===== src/rtl/adc_shaper_pkg.sv =====
package adc_shaper_pkg;

    localparam int CODE_W = 14;
    localparam int OFS_W  = 8;
    localparam int SUM_W  = CODE_W + 2;

    localparam logic [CODE_W-1:0] CODE_MAX = {CODE_W{1'b1}};
    localparam logic [CODE_W-1:0] CODE_MIN = '0;
    localparam logic [CODE_W-1:0] CODE_MID = {1'b1, {(CODE_W-1){1'b0}}};
    localparam logic [CODE_W-1:0] CODE_Q3  = {2'b11, {(CODE_W-2){1'b0}}};
    localparam logic [CODE_W-1:0] CODE_Q1  = {2'b01, {(CODE_W-2){1'b0}}};

    typedef logic [CODE_W-1:0]       code_t;
    typedef logic signed [OFS_W-1:0] ofs_t;

    // Injection selector; values 0 and 4 both mean live data
    typedef enum logic [2:0] {
        TM_LIVE_A  = 3'd0,
        TM_MID_A   = 3'd1,
        TM_UPPER_Q = 3'd2,
        TM_TOP     = 3'd3,
        TM_LIVE_B  = 3'd4,
        TM_MID_B   = 3'd5,
        TM_LOWER_Q = 3'd6,
        TM_BOTTOM  = 3'd7
    } tmode_e;

    typedef struct packed {
        logic  vld;
        code_t code;
    } smp_t;

    typedef struct packed {
        logic  oor;
        code_t code;
    } sat_t;

    typedef struct packed {
        logic  vld;
        logic  oor;
        code_t code;
    } res_t;

    function automatic code_t pick_source(tmode_e m, code_t raw);
        code_t r;
        case (m)
            TM_MID_A, TM_MID_B: r = CODE_MID;
            TM_UPPER_Q:         r = CODE_Q3;
            TM_TOP:             r = CODE_MAX;
            TM_LOWER_Q:         r = CODE_Q1;
            TM_BOTTOM:          r = CODE_MIN;
            default:            r = raw;
        endcase
        return r;
    endfunction

    function automatic sat_t add_clamp(code_t c, ofs_t o);
        logic signed [SUM_W-1:0] sum;
        sat_t r;
        sum = $signed({2'b00, c}) + $signed({{(SUM_W-OFS_W){o[OFS_W-1]}}, o});
        if (sum < 0) begin
            r.oor  = 1'b1;
            r.code = CODE_MIN;
        end else if (sum > $signed({2'b00, CODE_MAX})) begin
            r.oor  = 1'b1;
            r.code = CODE_MAX;
        end else begin
            r.oor  = 1'b0;
            r.code = sum[CODE_W-1:0];
        end
        return r;
    endfunction

    function automatic code_t apply_format(code_t c, logic twos);
        return {c[CODE_W-1] ^ twos, c[CODE_W-2:0]};
    endfunction

endpackage


===== src/rtl/shaper_inject.sv =====
module shaper_inject
    import adc_shaper_pkg::*;
(
    input  code_t  raw_code,
    input  logic   raw_valid,
    input  tmode_e mode,
    output smp_t   dout
);
    always_comb begin
        dout.vld  = raw_valid;
        dout.code = pick_source(mode, raw_code);
    end
endmodule


===== src/rtl/shaper_delay.sv =====
module shaper_delay
    import adc_shaper_pkg::*;
#(
    parameter int DEPTH = 9
) (
    input  logic clk,
    input  logic rst,
    input  logic flush,
    input  smp_t din,
    output smp_t dout
);
    generate
        if (DEPTH == 0) begin : g_wire
            assign dout = din;
        end else begin : g_chain
            smp_t stg [DEPTH];

            always_ff @(posedge clk) begin
                if (rst || flush) begin
                    for (int i = 0; i < DEPTH; i++) stg[i].vld <= 1'b0;
                end else begin
                    stg[0].vld <= din.vld;
                    for (int i = 1; i < DEPTH; i++) stg[i].vld <= stg[i-1].vld;
                end
                stg[0].code <= din.code;
                for (int i = 1; i < DEPTH; i++) stg[i].code <= stg[i-1].code;
            end

            assign dout = stg[DEPTH-1];
        end
    endgenerate
endmodule


===== src/rtl/shaper_out.sv =====
module shaper_out
    import adc_shaper_pkg::*;
(
    input  logic clk,
    input  logic rst,
    input  logic flush,
    input  smp_t din,
    input  ofs_t ofs,
    input  logic ofs_bypass,
    input  logic twos,
    output res_t q
);
    sat_t corr;

    always_comb begin
        if (ofs_bypass) begin
            corr.oor  = 1'b0;
            corr.code = din.code;
        end else begin
            corr = add_clamp(din.code, ofs);
        end
    end

    always_ff @(posedge clk) begin
        if (rst) begin
            q <= '0;
        end else if (flush || !din.vld) begin
            q.vld <= 1'b0;
            q.oor <= 1'b0;
        end else begin
            q.vld  <= 1'b1;
            q.oor  <= corr.oor;
            q.code <= apply_format(corr.code, twos);
        end
    end
endmodule


===== src/rtl/adc_result_shaper.sv =====
module adc_result_shaper
    import adc_shaper_pkg::*;
#(
    parameter int LATENCY = 10
) (
    input  logic        clk,
    input  logic        rst,
    input  logic [13:0] raw_code,
    input  logic        raw_valid,
    input  logic [7:0]  offset_val,
    input  logic        offset_bypass,
    input  logic        twos_fmt,
    input  logic [2:0]  test_sel,
    input  logic        pwr_down,
    output logic [13:0] res_code,
    output logic        res_valid,
    output logic        res_oor
);
    localparam int CHAIN = (LATENCY > 1) ? LATENCY - 1 : 0;

    smp_t entry_s;
    smp_t exit_s;
    res_t result;

    shaper_inject u_inject (
        .raw_code  (raw_code),
        .raw_valid (raw_valid),
        .mode      (tmode_e'(test_sel)),
        .dout      (entry_s)
    );

    shaper_delay #(.DEPTH(CHAIN)) u_delay (
        .clk   (clk),
        .rst   (rst),
        .flush (pwr_down),
        .din   (entry_s),
        .dout  (exit_s)
    );

    shaper_out u_out (
        .clk        (clk),
        .rst        (rst),
        .flush      (pwr_down),
        .din        (exit_s),
        .ofs        ($signed(offset_val)),
        .ofs_bypass (offset_bypass),
        .twos       (twos_fmt),
        .q          (result)
    );

    assign res_code  = result.code;
    assign res_valid = result.vld;
    assign res_oor   = result.oor;
endmodule


===== config.mk =====
export PLATFORM = sky130hd
export DESIGN_NAME = adc_result_shaper
export DESIGN_NICKNAME = d
export VERILOG_FILES = /design/src/rtl/adc_shaper_pkg.sv /design/src/rtl/shaper_inject.sv /design/src/rtl/shaper_delay.sv /design/src/rtl/shaper_out.sv /design/src/rtl/adc_result_shaper.sv
export SDC_FILE = /design/constraint.sdc
export NUM_CORES = 1
export LEC_CHECK = 0
export BUFFER_PORTS_ARGS = -buffer_cell sky130_fd_sc_hd__clkbuf_2
export CORE_UTILIZATION = 40
export CTS_CLUSTER_DIAMETER = 50
export DETAILED_ROUTE_END_ITERATION = 8
export GPL_TIMING_DRIVEN = 1
export PLACE_DENSITY = 0.65
export SLEW_MARGIN = 25
export SYNTH_ARGS = -nofsm -noshare
export SYNTH_HDL_FRONTEND = slang
export SYNTH_SLANG_ARGS = --single-unit

===== constraint.sdc =====
create_clock -name clk -period 5.2 [get_ports clk]
set_input_delay 1.3 -clock clk [delete_from_list [all_inputs] [get_ports clk]]
set_output_delay 1.3 -clock clk [all_outputs]
set_load 0.05 [all_outputs]

* Yosys cells after proc, flatten, opt, wreduce, memory -nomap -nowiden
Memory sizes are Yosys's and may differ from the RTL's.
Index checks and enable logic that the tools add are counted.
** Operators by class
- Div/mod/pow operators :: 0
- Equal/unequal tests :: 6
- Reduce and logical (&&, ||, !) cells :: 5
- $mul :: 0
- $lt $le $gt $ge :: 2
- Shift operators :: 0
- $add $sub $neg :: 1
- Bitwise operators :: 10
- Mux-type cells :: 17
** Operators with widths (number)
- $pmux 14 s5 :: 1
- $mux 15 :: 3
- $add 15x8->16 :: 1
- $gt 16x15->1 const B :: 1
- $lt 16x1->1 const B :: 1
- $mux 1 :: 12
- $eq 3x3->1 const B :: 3
- $or 1x1->1 :: 9
- $eq 3x2->1 const B :: 2
- $eq 3x1->1 const B :: 1
- $reduce_or 3->1 :: 1
- $logic_or 1x1->1 :: 2
- $mux 2 :: 1
- $reduce_or 2->1 :: 1
- $logic_not 1->1 :: 1
- $xor 1x1->1 :: 1
** Word-level totals
- Input port bits :: 31
- Bits in writable memories :: 135
- ROM bits :: 0
- Logic and storage cells :: 45
- Memories :: 1
- Bits in latches :: 0
- Flip-flop bits (word level) :: 16
** Memories
- u_delay.g_chain.stg :: words 9, width 15, read ports 9, clocked after memory_dff 0, write ports 9, line shaper_delay.sv:16 : smp_t stg [DEPTH];

* Longest topological paths before layout
Gate-level depths: netlist of the first run.
An unclocked memory read counts as a cell.
- Depth in word-level cells :: 7
- Gate-level depth with buffers :: 10

* Modules after synthesis
From an unflattened synthesis of the first run, not the netlist that was laid out.
** Unflattened totals
- Cells, all modules :: 354
- Area, all modules :: 4519.3 sq um
** Modules (own cells, without submodules)
- shaper_delay :: area each 2837.7 sq um, cells an instance 146, instances 1
- shaper_out :: area each 1522.7 sq um, cells an instance 186, instances 1
- shaper_inject :: area each 158.9 sq um, cells an instance 22, instances 1

* Worst setup path after synthesis of the first run
No wires, ideal clock.
- Path type :: in2reg
- Start point :: in offset_val[0]
- End point :: reg u_out.q[13] in the netlist's numbering
- Buffers on the path :: 0
- Arrival :: 3.187 ns
- Path slack :: 1.893 ns
- Library setup time :: 0.120 ns
- Data required time :: 5.080 ns
- Stages on the path :: 10
- Path through :: ha_1 > inv_1 > fa_1 > nor2b_1 > o31ai_2 > a21oi_2 > a21oi_4 > mux2i_4 > o211a_1 > a211o_1
** Between the ends
- Cells in the longest elaborated chain, start to end :: 6
** Ends and longest elaborated chain
- start: declaration :: line adc_result_shaper.sv:10 : input logic [7:0] offset_val,
- $add 15x8->16 * :: line adc_shaper_pkg.sv:60 : sum = $signed({2'b00, c}) + $signed({{(SUM_W-OFS_W){o[OFS_W-1]}}, o});
- $gt 16x15->1 :: line adc_shaper_pkg.sv:64 : end else if (sum > $signed({2'b00, CODE_MAX})) begin
- $mux 15 :: line adc_shaper_pkg.sv:64
- $mux 15 * :: line adc_shaper_pkg.sv:61 : if (sum < 0) begin
- $mux 15 * :: line shaper_out.sv:16 : if (ofs_bypass) begin
- $xor 1x1->1 * :: line adc_shaper_pkg.sv:75 : return {c[CODE_W-1] ^ twos, c[CODE_W-2:0]};
- end: declaration :: line shaper_out.sv:11 : output res_t q
Mark *: on every way between the ends. The rest lies on a longest branch, timed or not.
A chain may end at the register's enable or synchronous reset.

* Worst setup path in the final report of the first run
- Start point :: in offset_val[7]
- End point :: reg u_out.q[13] in the netlist's numbering
Same word-level chain as after synthesis.

==> results of run 1 <==
[Yosys cell counts (all sizes together) (2+ instances only)]
| library cell | number |
|---|---|
| a21oi | 28 |
| and3 | 4 |
| a31oi | 3 |
| o21a | 2 |
| o211ai | 2 |
| o22ai | 6 |
| a221oi | 2 |
| nor3 | 4 |
| o31ai | 2 |
| xor2 | 2 |
| nand3 | 2 |
| nor4 | 2 |
| nand2b | 4 |
| ha | 15 |
| a2111oi | 2 |
| buf | 4 |
| dfxtp | 151 |
| nand2 | 26 |
| xnor2 | 8 |
| nor2b | 3 |
| nor2 | 16 |
| a21o | 15 |
| and2 | 9 |
| inv | 11 |
| a311oi | 4 |
| o21ai | 18 |
| clkbuf | 7 |
| a211oi | 3 |
| o221ai | 3 |
[sequential cells by signal, summed over array words and instances, names as in the netlist]
name and count:
u_delay.g_chain.stg 135, u_out.q 16
[final cells by class]
type / count / area (µm²)
Clock buffer: 19 / 421.7
Clock inverter: 13 / 209.0
Fill cell: 976 / 5373
Inverter: 11 / 41.29
Multi-Input combinational cell: 195 / 1353
Sequential cell: 151 / 3023
Tap cell: 140 / 175.2
Timing Repair Buffer: 48 / 245.2
[power groups by stage]
stage	registers, mW	logic, mW	clock network (mW)
2_1_floorplan	1.26	0.115	0
3_3_place_gp	1.27	0.150	0
3_5_place_dp	1.27	0.153	0
4_1_cts	1.25	0.153	1.31
5_1_grt	1.25	0.170	1.37
6_report	1.24	0.153	1.28
[worst register-to-register path, stage by stage (launching register included)]
cell,delay [ns]
dfxtp_1,0.36
ha_1,0.23
inv_1,0.07
fa_1,0.42
nor2b_1,0.22
o31ai_2,0.12
a21oi_2,0.30
a21oi_4,0.12
mux2i_4,0.25
nor2_2,0.34
a311oi_2,0.16
[path summary, 6_finish.rpt]
path                                  startpoint                                   to  slack (ns)  cells after the start
max                                offset_val[7]             u_out.q[13]$_SDFFE_PP0P_        1.93                      9
min          u_delay.g_chain.stg[0][112]$_DFF_P_  u_delay.g_chain.stg[0][127]$_DFF_P_        0.32                      0
max reg2reg  u_delay.g_chain.stg[0][120]$_DFF_P_              u_out.q[7]$_SDFFE_PP0P_        2.47                     10
min reg2reg  u_delay.g_chain.stg[0][112]$_DFF_P_  u_delay.g_chain.stg[0][127]$_DFF_P_        0.32                      0
[metrics by stage]
step / total power, mW / utilization / hold slack [ns] / setup WS [ns]
after floorplan: 1.378 / - / 0.3096 / 1.893
after CTS: 2.708 / 0.5044 / 0.3240 / 1.951
after global placement: 1.418 / 0.4462 / 0.3097 / 1.470
final: 2.677 / 0.5044 / 0.3233 / 1.928
after global routing: 2.788 / 0.5044 / 0.3285 / 1.741
after detailed placement: 1.423 / 0.4462 / 0.3121 / 1.413
[kinds of logic (layout without fill, tap and decap cells)]
| group | count (synthesis) | in the layout | share of synthesized area |
|---|---|---|---|
| fa+ha+maj | 16 | 16 | 0.04647 |
| xor+xnor | 10 | 10 | 0.01960 |
| buf+inv | 22 | 91 | 0.02100 |
| mux | 1 | 1 | 0.005039 |
| simple gates | 72 | 72 | 0.07643 |
| flops | 151 | 151 | 0.6764 |
| compound gates | 96 | 96 | 0.1551 |
[per-layer routing]
metal	track usage	wire [µm]	up-vias
met4	0.06262	114	0
li1	-	-	1398
met3	0.05508	342	10
met5	0	0	-
met1	0.1620	3418	1239
met2	0.2198	3321	63
==> results.txt, run 1 <==
----------------------------------------------------
[Power]
  Net Sw Power ... 0.5906 mW
  Relative contribution of the clock network to total power ... 0.478
  Combinational fraction of design power ... 0.057
  Internal portion of total power ... 2.086 mW
  Switching Fraction ... 0.2206
  Flop pwr share ... 0.465
  Leakage power ... 2.406 nW
  Power density of the placed cells ... 489.5 nW/µm²
  Peak supply drop ... 225.3 µV

[Worst setup path]
  Critical path cell sequence ... clkbuf_2, ha_1, a21oi_1, o2111ai_1, a21o_1, a21o_1, a21oi_4, o21ai_0, a211o_1
  CP endpoint kind ... register
  Largest delay contributor family on the critical path ... compound AO/OA/AOI/OAI gates
  Sort of element at the start of the critical path ... input pin
  Worst setup path class ... input pin to register
  Most prevalent standard cell on the critical path ... a21o_1
  Buffer and inverter count on the worst path ... 1
  Data required, critical path ... 5.60 ns
  Largest fanout on the critical path ... 16
  Crit-path slowest cell ... a21oi_4
  Delay of the slowest cell on the worst path ... 0.42 ns
  Data arrival time of the critical path ... 3.67 ns

[STA]
  Highest clock rate ... 305.6 MHz
  RSZ-0062 raised after global routing ... no
  Worst clock skew ... 0.005692 ns
  Max-slew violation count ... 0
  Share of the cycle needed by the critical path after routing ... 0.6293
  Least-Margin Pin Slew ... 0.6599 ns
  Tmin final ... 3.273 ns
  Count of final hold-check violations ... 0
  Final number of setup-violating endpoints ... 0
  Final sum of negative setup slack ... 0 ns
  Worst slew slack as a fraction of its limit ... 0.5584

[Drt]
  Drt pass-1 iters ... 4
  Number of nets with antenna violations after routing ... 0
  Vias ... 2710
  First-iteration detailed-routing DRC count ... 123
  Number of design rule violations left after detail routing ... 0
  Avg WL per Cell ... 12.47 µm
  Vias per cell ... 4.697
  Wire length reported by the detailed router ... 7197 µm

[Synth]
  Ys async rst share ... 0
  Synth unique cells ... 46
  Synth warn ... 0
  Share of synthesized area occupied by flip-flops and latches ... 0.6764
  FF+latch count, synth ... 151
  Cell area after synthesis ... 4469 µm²
  Gate count after technology mapping ... 368
  Biggest area consumer among synthesized cells ... dfxtp_1
  Area fraction of the dominant cell type after synthesis ... 0.6764
  Cell types with the largest area share after synthesis ... dfxtp_1 (68%), ha_1 (4.2%), a21oi_1 (2.8%)
  Post-synth EDFFs ... 0
  Mapped Nets ... 415
  Top FF cell, synth ... dfxtp_1
  Avg Synthesized Cell Area ... 12.14 µm²

[Clocking]
  Sinks on Clock Net ... 151
  CTS root buf ... clkbuf_8
  Clock latency reported for the late side of the worst-skew pair ... 0.51 ns
  Total clock buffers created by CTS ... 17
  Reg clk slew, reported paths ... 0.06 ns
  Post-CTS Setup Inserts ... 0
  Post-CTS Hold Fix Bufs ... 0
  H-tree Lvls ... 4
  TritonCTS clock tree ... yes
  CTS-repair resized insts ... 0
  Max Root-Sink Buffers ... 2

[Die]
  Initial cell density of the core ... 0.4123
  Die area ... 11600 µm²
  Height of the die ... 107.7 µm
  Cell row count ... 38
  Ports ... 47
  CORE AREA ... 10840 µm²
  Die X-Extent ... 107.7 µm

[Finish]
  Cell area after layout ... 5468 µm²
  P&R area growth vs syn ... 22.34%
  Final cell count without fillers ... 577
  Commonest non-fill, non-tap cell in the layout ... dfxtp_1
  # diodes ... 0
  Share of layout cells above drive strength 1 ... 0.2128
  Final net count ... 471
  Most used cells in the layout excluding fill and tap cells ... dfxtp_1 (151), clkbuf_2 (46), nand2_1 (26)

[Min path]
  Worst hold-check path type ... register to register

[Global route]
  Global-route wire length before repair ... 11850 µm
  Via count of the first global-routing pass ... 2555
  Antenna violations before repair ... 0
  Overflow left after global routing ... 0
  Overall track demand over capacity in global routing ... 0.1378
  Largest net degree at the start of global routing ... 22

[Place]
  Number of cells after detailed placement ... 545
  Post-Place Cell Area ... 4837 µm²
  Port buffer count ... 46
  Total half-perimeter wirelength after legalization and detailed placement ... 4837 µm
  Gp weighted congestion ... 0.7645

[Job]
  Max_cap viols ... 0

[Status]
  Outcome ... finished clean

----------------------------------------------------
Power figures use the tool's default switching activity.
==> run 2, diff against run 1 <==
==> constraint.sdc (replaced) <==
create_clock -name clk -period 3.3 [get_ports clk]
set_input_delay 0.825 -clock clk [delete_from_list [all_inputs] [get_ports clk]]
set_output_delay 0.825 -clock clk [all_outputs]
set_load 0.05 [all_outputs]
==> results.txt, run 2 (synthesis gave the netlist of run 1 again) <==
----------------------------------------------------
[Status]
  Outcome ... finished clean

[Worst setup path]
  Largest fanout on the critical path ... 8 (-8)
  Worst Reg-to-Reg Cells ... 10 (unchanged)
  Data required, critical path ... 3.70 ns (-1.90 ns)
  Minimum setup slack among reg-to-reg paths ... 0.65 ns (-1.82 ns)
  Sort of element at the start of the critical path ... input pin
  End of the worst register-to-register path ... u_out.q[9]$_SDFFE_PP0P_
  Critical path launch point ... offset_val[0]
  Worst setup path class ... input pin to register
  Data arrival time of the critical path ... 3.07 ns (-0.60 ns)
  R2r startpoint ... u_delay.g_chain.stg[0][120]$_DFF_P_
  CP endpoint kind ... register
  Capture point of the critical path ... u_out.q[9]$_SDFFE_PP0P_

[Finish]
  Register bank with the most flops ... u_delay.g_chain.stg
  Share of layout cells above drive strength 1 ... 0.2245 (+0.01168)
  Multi-input gate area in the final layout ... 1353 µm² (unchanged)
  Final net count ... 475 (+0.85%)
  Commonest non-fill, non-tap cell in the layout ... dfxtp_1
  FF/Latch Area ... 3023 µm² (unchanged)
  Number of filler cells placed in the layout ... 955 (-2.2%)
  Final cell count without fillers ... 581 (+0.69%)
  Number of flip-flops in the largest register ... 135 (unchanged)
  Most used cells in the layout excluding fill and tap cells ... dfxtp_1 (151), clkbuf_2 (46), nand2_1 (26)
  Top Registers ... u_delay.g_chain.stg (135), u_out.q (16)
  P&R area growth vs syn ... 23.12%
  # diodes ... 0 (unchanged)

[Clocking]
  CTS root buf ... clkbuf_8
  Total clock buffers created by CTS ... 17 (unchanged)
  Post-CTS Hold Fix Bufs ... 0 (unchanged)
  CTS-repair resized insts ... 0 (unchanged)
  TritonCTS clock tree ... yes
  Max Root-Sink Buffers ... 2 (unchanged)
  Clock latency reported for the late side of the worst-skew pair ... 0.52 ns (about the same)
  Post-CTS Setup Inserts ... 0 (unchanged)
  Reg clk slew, reported paths ... 0.06 ns (about the same)
  Sinks on Clock Net ... 151 (unchanged)
  H-tree Lvls ... 4 (unchanged)

[Die]
  Cell row count ... 38 (unchanged)
  Die X-Extent ... 107.7 µm (unchanged)
  Initial cell density of the core ... 0.4123 (unchanged)
  CORE AREA ... 10840 µm² (unchanged)
  Die area ... 11600 µm² (unchanged)
  Ports ... 47 (unchanged)
  Height of the die ... 107.7 µm (unchanged)

[Drt]
  First-iteration detailed-routing DRC count ... 84 (-32%)
  Number of nets with antenna violations after routing ... 0 (unchanged)
  Drt pass-1 iters ... 4 (unchanged)
  Number of design rule violations left after detail routing ... 0 (unchanged)
  Vias ... 2712 (+0.074%)
  Avg WL per Cell ... 12.84 µm (+3.0%)
  Vias per cell ... 4.668 (-0.62%)
  Wire length reported by the detailed router ... 7462 µm (+3.7%)

[STA]
  Highest clock rate ... 374.7 MHz
  PnR worst setup slack ... 0.6312 ns (-1.296 ns)
  Final number of setup-violating endpoints ... 0 (unchanged)
  Worst Hold Slack ... 0.3206 ns (-0.002758 ns)
  Share of the cycle needed by the critical path after routing ... 0.8087
  Final sum of negative setup slack ... 0 ns (unchanged)
  RSZ-0062 raised after global routing ... no
  Count of final hold-check violations ... 0 (unchanged)
  Least-Margin Pin Slew ... 0.6594 ns (-0.0005823 ns)
  Worst slew slack as a fraction of its limit ... 0.5588 (about the same)
  Worst clock skew ... 0.008100 ns (+0.002408 ns)
  Max-slew violation count ... 0 (unchanged)
  Tmin final ... 2.669 ns

[Place]
  Port buffer count ... 46 (unchanged)
  Post-placement worst setup slack ... 0.1243 ns (-1.289 ns)
  Number of cells after detailed placement ... 549 (+0.73%)
  Gp weighted congestion ... 0.7668 (+0.30%)
  Total half-perimeter wirelength after legalization and detailed placement ... 5195 µm (+7.4%)

[Power]
  Net Sw Power ... 0.9359 mW (+58%)
  Leakage power ... 2.432 nW (+1.1%)
  Power density of the placed cells ... 762.7 nW/µm² (+56%)
  Peak supply drop ... 625.5 µV (+180%)
  Combinational fraction of design power ... 0.061 (+0.004)
  Flop pwr share ... 0.467 (+0.002)
  Relative contribution of the clock network to total power ... 0.472 (-0.006)
  Switching Fraction ... 0.2230 (+0.002368)
  Internal portion of total power ... 3.261 mW (+56%)

[Global route]
  Overflow left after global routing ... 0 (unchanged)
  Via count of the first global-routing pass ... 2679 (+4.9%)
  Overall track demand over capacity in global routing ... 0.1473 (+0.009522)
  Largest net degree at the start of global routing ... 22 (unchanged)
  Global-route wire length before repair ... 12620 µm (+6.5%)
  Antenna violations before repair ... 0 (unchanged)

[Job]
  Max_cap viols ... 0 (unchanged)

[Min path]
  Worst hold-check path type ... register to register

----------------------------------------------------
run 2: worst min-delay path by stage:
stage / slack [ns] / end / startpoint / cells after the start
CTS: 0.32 / u_delay.g_chain.stg[0][53]$_DFF_P_ / u_delay.g_chain.stg[0][38]$_DFF_P_ / 0
global placement: 0.31 / u_delay.g_chain.stg[0][23]$_DFF_P_ / u_delay.g_chain.stg[0][8]$_DFF_P_ / 0
floorplan: 0.31 / u_delay.g_chain.stg[0][100]$_DFF_P_ / u_delay.g_chain.stg[0][85]$_DFF_P_ / 0
detailed placement: 0.31 / u_delay.g_chain.stg[0][111]$_DFF_P_ / u_delay.g_chain.stg[0][96]$_DFF_P_ / 0
finish: 0.32 / u_delay.g_chain.stg[0][84]$_DFF_P_ / u_delay.g_chain.stg[0][69]$_DFF_P_ / 0
global route: 0.33 / u_delay.g_chain.stg[0][83]$_DFF_P_ / u_delay.g_chain.stg[0][68]$_DFF_P_ / 0
run 2: routing by layer:
metal / share of wire / GRT usage / vias to the layer above
li1: - / - / 1399
met1: 0.46 / 0.1744 / 1241
met5: 0 / 0 / -
met4: 0.0096 / 0.08219 / 0
met3: 0.050 / 0.05085 / 7
met2: 0.48 / 0.2326 / 65
run 2: power groups by stage:
stage	Combinational, mW	Clock [mW]	Sequential [mW]
floorplan	0.181	0	1.99
global placement	0.254	0	2.00
detailed placement	0.255	0	2.00
CTS	0.256	2.04	1.96
global route	0.285	2.12	1.97
finish	0.257	1.98	1.96
run 2: cell type report:
| cell class | instances | area share |
|---|---|---|
| Tap cell | 140 | 0.03183 |
| Inverter | 11 | 0.007503 |
| Clock inverter | 13 | 0.03297 |
| Timing Repair Buffer | 52 | 0.05230 |
| Clock buffer | 19 | 0.08026 |
| Multi-Input combinational cell | 195 | 0.2458 |
| Sequential cell | 151 | 0.5493 |
run 2: stage by stage:
step	area [µm²]	power, mW	utilization
after detailed placement	4880	2.257	0.4501
final	5503	4.197	0.5076
after global placement	4880	2.253	0.4501
after CTS	5503	4.260	0.5076
after floorplan	4469	2.172	-
after global routing	5503	4.378	0.5076
run 2: critical path: stages:
cell      delay, ns
clkbuf_2       0.08
ha_1           0.20
inv_1          0.07
fa_1           0.39
nor2b_1        0.19
o31ai_2        0.11
a21oi_2        0.29
a21oi_4        0.12
mux2i_4        0.25
o41ai_1        0.43
a21oi_1        0.11
